File: config.mk
export PLATFORM = sky130hd
export DESIGN_NAME = cp_handshake_ctrl
export DESIGN_NICKNAME = d
export VERILOG_FILES = /design/src/rtl/cp_hs_pkg.sv /design/src/rtl/cp_cond_check.sv /design/src/rtl/cp_hs_fsm.sv /design/src/rtl/cp_handshake_ctrl.sv
export SDC_FILE = /design/constraint.sdc
export NUM_CORES = 1
export LEC_CHECK = 0
export BUFFER_PORTS_ARGS = -buffer_cell sky130_fd_sc_hd__buf_2
export CAP_MARGIN = 0
export CORE_AREA = 10 10 47 49
export DETAILED_ROUTE_END_ITERATION = 8
export DIE_AREA = 0 0 57 59
export PLACE_DENSITY = 0.4
export SLEW_MARGIN = 0
export SYNTH_ARGS = -nofsm -noshare
export SYNTH_HDL_FRONTEND = slang
export SYNTH_SLANG_ARGS = --single-unit
File: constraint.sdc
create_clock -name clk -period 1.05 [get_ports clk]
set_input_delay 0.105 -clock clk [delete_from_list [all_inputs] [get_ports clk]]
set_output_delay 0.105 -clock clk [all_outputs]
set_load 0.005 [all_outputs]
File: src/rtl/cp_hs_pkg.sv
package cp_hs_pkg;
  localparam int COND_W = 4;
  localparam int FLAG_W = 4;
  localparam int FLG_N = 3;
  localparam int FLG_Z = 2;
  localparam int FLG_C = 1;
  localparam int FLG_V = 0;
  localparam logic [COND_W-1:0] COND_EXT = 4'hF;

  typedef enum logic {HS_IDLE = 1'b0, HS_WAIT = 1'b1} hs_state_t;
endpackage

File: src/rtl/cp_cond_check.sv
module cp_cond_check
  import cp_hs_pkg::*;
(
  input  logic [COND_W-1:0] cond,
  input  logic [FLAG_W-1:0] flags,
  output logic              pass
);
  logic n, z, c, v, base;

  assign n = flags[FLG_N];
  assign z = flags[FLG_Z];
  assign c = flags[FLG_C];
  assign v = flags[FLG_V];

  // Even codes test a predicate; the odd code above it inverts it.
  always_comb begin
    unique case (cond[COND_W-1:1])
      3'd0: base = z;
      3'd1: base = c;
      3'd2: base = n;
      3'd3: base = v;
      3'd4: base = c & ~z;
      3'd5: base = (n == v);
      3'd6: base = ~z & (n == v);
      default: base = 1'b1;
    endcase
  end

  // Code 14 always passes; code 15 is the extended form.
  assign pass = (cond[COND_W-1:1] == 3'd7) ? 1'b1 : (base ^ cond[0]);
endmodule

File: src/rtl/cp_hs_fsm.sv
module cp_hs_fsm
  import cp_hs_pkg::*;
(
  input  logic clk,
  input  logic rst_n,
  input  logic take,
  input  logic cond_ok,
  input  logic flush,
  input  logic absent,
  input  logic busy,
  output logic idle,
  output logic strobe_n,
  output logic stall,
  output logic trap_req,
  output logic commit
);
  hs_state_t state_q;
  logic      trap_q, commit_q;

  always_ff @(posedge clk or negedge rst_n) begin
    if (!rst_n) begin
      state_q  <= HS_IDLE;
      trap_q   <= 1'b0;
      commit_q <= 1'b0;
    end else begin
      trap_q   <= 1'b0;
      commit_q <= 1'b0;
      unique case (state_q)
        HS_IDLE: if (take && cond_ok && !flush) state_q <= HS_WAIT;
        HS_WAIT: begin
          if (flush) begin
            state_q <= HS_IDLE;
          end else if (absent) begin
            trap_q  <= 1'b1;
            state_q <= HS_IDLE;
          end else if (!busy) begin
            commit_q <= 1'b1;
            state_q  <= HS_IDLE;
          end
        end
        default: state_q <= HS_IDLE;
      endcase
    end
  end

  assign idle     = (state_q == HS_IDLE);
  assign strobe_n = (state_q != HS_WAIT);
  assign stall    = (state_q == HS_WAIT) && !flush && !absent && busy;
  assign trap_req = trap_q;
  assign commit   = commit_q;

  assert_trap_on_absent_R6: assert property (@(posedge clk) disable iff (!rst_n)
    (!strobe_n && absent && !flush) |=> (trap_req && strobe_n && !commit));
  assert_commit_on_accept_R8: assert property (@(posedge clk) disable iff (!rst_n)
    (!strobe_n && !absent && !busy && !flush) |=> (commit && strobe_n && !trap_req));
  assert_hold_while_busy_R7: assert property (@(posedge clk) disable iff (!rst_n)
    stall |=> !strobe_n);
  assert_flush_cancel_R9: assert property (@(posedge clk) disable iff (!rst_n)
    (!strobe_n && flush) |=> (strobe_n && !trap_req && !commit));
  assert_idle_quiet_R5: assert property (@(posedge clk) disable iff (!rst_n)
    strobe_n |-> !stall);
  assert_single_outcome_R10: assert property (@(posedge clk) disable iff (!rst_n)
    $onehot0({stall, trap_req, commit}));
  assert_no_ready_busy_R2: assert property (@(posedge clk) disable iff (!rst_n)
    !strobe_n |-> !idle);
endmodule

File: src/rtl/cp_handshake_ctrl.sv
module cp_handshake_ctrl
  import cp_hs_pkg::*;
(
  input  logic              clk,
  input  logic              rst_n,
  input  logic              issue_valid,
  output logic              issue_ready,
  input  logic [COND_W-1:0] issue_cond,
  input  logic [FLAG_W-1:0] flags_nzcv,
  input  logic              flush,
  output logic              cp_instr_n,
  input  logic              cp_absent,
  input  logic              cp_busy,
  output logic              stall,
  output logic              trap_req,
  output logic              commit
);
  logic cond_ok, idle, take;

  assign take        = issue_valid && idle;
  assign issue_ready = idle;

  cp_cond_check u_cond (
    .cond  (issue_cond),
    .flags (flags_nzcv),
    .pass  (cond_ok)
  );

  cp_hs_fsm u_fsm (
    .clk      (clk),
    .rst_n    (rst_n),
    .take     (take),
    .cond_ok  (cond_ok),
    .flush    (flush),
    .absent   (cp_absent),
    .busy     (cp_busy),
    .idle     (idle),
    .strobe_n (cp_instr_n),
    .stall    (stall),
    .trap_req (trap_req),
    .commit   (commit)
  );

  assert_ext_issue_R4: assert property (@(posedge clk) disable iff (!rst_n)
    (issue_valid && issue_ready && issue_cond == COND_EXT && !flush) |=> !cp_instr_n);
endmodule

==> results by group <==
GRT
  – Number of global-route vias before repair: 356
  – GRT Overall Usage: 5.95%
  – First-pass GRT wire length: 1.55 mm
  – Largest net degree at the start of global routing: 8
  – Initial antenna violation count: 0
  – GRT Residual Overflow: 0

Finish
  – Antenna diodes: 0
  – Layout net count: 68
  – Fillers: 159
  – Layout area overhead: 84.6%
  – Layout cells sized above 1: 58.5%

Yosys
  – Post-synthesis instance total: 26
  – Distinct cells, synth: 19
  – Asr flop ratio synth: 100%
  – Net Count, Synth: 40
  – Syn avg cell area: 9.67 um^2
  – Post-synthesis sequential area ratio: 29.9%
  – Netlist Area Pre-Place: 251 um^2
  – Seq cells post-synth: 3
  – Main synth FF type: dfrtp_1
  – EDFF count, synth: 0
  – Ys Warns: 0

Placement
  – Dpl hpwl: 780 um
  – Dpl ws: -136 ps
  – Final Wtd Congestion: 0.737
  – IO Port Bufs: 18

Detailed routing
  – Vias per inst: roughly 4.5
  – DRT iter0 DRCs: 2
  – DR pass1 iterations: 2
  – Wirelength per Cell: ~13 um
  – DRC: 0
  – Vias: 312
  – Total Routed Length: 886 um
  – Final ANT Viol Nets: 0

Worst hold path
  – Worst hold path class: input port to register

Clock tree
  – H-tree depth: 1
  – Clk_lat worst skew: between 200 and 250 ps
  – Max Root-Sink Buffers: 2
  – Worst-path clk slew: 40 ps
  – TritonCTS clock tree: done
  – Clk sinks: 3
  – Clock root cell: clkbuf_4
  – Number of buffers created by CTS: 3

Setup path
  – Critical Path Fanout Max: 2
  – WP data required: between 900 and 1000 ps
  – Worst Path Arrival: between 1000 and 1500 ps
  – CP max stage delay: 350 ps
  – Kind of critical path: register to primary output
  – Worst path bufs/invs: 2
  – Delay-heaviest family, CP: flip-flops
  – Worst Setup Start Kind: register
  – CP Cell Sequence: inv_2 -> nor4b_4 -> buf_6
  – Crit path capture type: primary output
  – Critical path's slowest cell: dfrtp_1

STA
  – RSZ-0062 raised after global routing: true
  – Skew final: ~1.6 ps
  – Min Tclk post-route: 1120 ps
  – Final worst setup slack: -71.9 ps
  – Fmax achieved: 891 MHz
  – Final hold violations: 0
  – Final worst-path cycle share: 107%
  – Slew margin rel.: 81.3%
  – Final Max Tran Viols: 0
  – Worst-Margin Slew: 280 ps
  – Final setup fails: 1

Die
  – Die Span X: 57 um
  – Std-Cell Rows: 14
  – Die Y: 59 um
  – Ports: 19
  – Initial core utilization: 17.9%
  – DIE AREA: 3360 um^2
  – Core Area: 1400 um^2

Power and ir drop
  – Power Density: roughly 1000 nW/um^2
  – Power Total: 0.464 mW
  – Worst VDD drop: 0.519 mV
  – LEAKAGE: 0.226 nW

Run status
  – Violated checks: setup timing
  – Status: complete, but fails checks

Job
  – # Max-Cap Violations: 0
logic make-up (layout without fill, tap and decap cells):
group	after synthesis	after routing	synth area share [%]
and+or+nand+nor	11	11	30.9
buffers and inverters	4	31	7.96
DFF	3	3	29.8
muxes	2	2	12.9
xor gates and xnor gates	3	3	10.4
AOI/OAI and AO/OA	3	3	7.96
repair_timing:
| action | in CTS | in global routing |
|---|---|---|
| setup buffers | 2 | 0 |
| hold buffers | 1 | 0 |
| pin swaps | 1 | 0 |
| setup endpoints to repair | 1 | 4 |
| endpoints found under the hold margin | 3 | 0 |
| gates resized for setup | 6 | 1 |
synthesized netlist by cell type (all sizes together) (2+ instances only):
cell type,n,area [um^2]
buf,2,12.5
dfrtp,3,75.1
inv,2,7.51
nor2,2,7.51
nor3b,3,22.5
xor2,2,17.5
flip-flops by register name (all words and copies together), names as in the netlist:
name,cells
u_fsm.commit,1
u_fsm.state_q,1
u_fsm.trap_req,1
per-stage QoR:
| step | utilization [%] | hold WS, ps | TNS (ps) | area [um^2] | cells |
|---|---|---|---|---|---|
| finish | 33.1 | 46.1 | -71.9 | 464 | 69 |
| floorplan | - | -191 | 0 | 251 | 26 |
| CTS | 33.8 | 34.0 | -209 | 474 | 71 |
| global route | 33.1 | 30.9 | -299 | 464 | 69 |
| detailed placement | 28.1 | -90.9 | -136 | 394 | 64 |
| global placement | 28.1 | -95.0 | -124 | 394 | 64 |
path summary, 6_finish.rpt:
kind	slack (ps)	to	start	cells after the start
worst max register to register	60	u_fsm.state_q	u_fsm.state_q	5
max in group asynchronous	740	u_fsm.commit	rst_n	2
worst max-delay path	-70	stall	u_fsm.state_q	3
min in group asynchronous	200	u_fsm.state_q	rst_n	2
worst min register to register	600	u_fsm.state_q	u_fsm.state_q	3
worst min-delay path	50	u_fsm.commit	cp_busy	2
final cells by class:
| cell class | instances | area, um^2 | share of cell area (%) |
|---|---|---|---|
| inverter | 2 | 7.51 | 1.62 |
| tap | 16 | 20.0 | 4.31 |
| multi-input combinational | 19 | 171 | 36.9 |
| timing repair buffer | 25 | 164 | 35.3 |
| clock buffer | 4 | 26.3 | 5.66 |
| sequential | 3 | 75.1 | 16.2 |
cells in the final DEF, fill, tap and decap left out, drive strengths merged:
cell         Yosys  final
nor3b            3      3
buf              2     24
mux2i            1      1
nor4bb           1      1
o21ai            1      1
xor2             2      2
inv              2      2
nand3b           1      1
dlygate4sd3      0      1
xnor2            1      1
clkbuf           0      4
mux4             1      1
nor4             1      1
a31oi            1      1
dfrtp            3      3
nor2             2      2
a221oi           1      1
or3b             1      1
nand4            1      1
nor4b            1      1
per-layer routing:
layer / track usage, % / wire length (um)
met3: 7.08 / 161
met5: 0 / 0
met4: 1.01 / 0
met2: 8.22 / 327
met1: 5.77 / 397
worst register-to-register path, stage by stage, from the launching register on:
cell and delay, ps:
dfrtp_1 350, inv_2 60, nor4b_4 250, buf_4 160, a31oi_1 30, o21ai_1 80
power by group:
group | total, mW | internal, mW | switching [mW] | leakage [nW]
Clock | 0.202 | 0.142 | 0.0598 | 0.0150
Combinational | 0.138 | 0.0792 | 0.0586 | 0.170
Sequential | 0.124 | 0.121 | 0.00240 | 0.0412
Total | 0.464 | 0.343 | 0.121 | 0.226
Note: power is estimated with default switching activity, not from simulation.
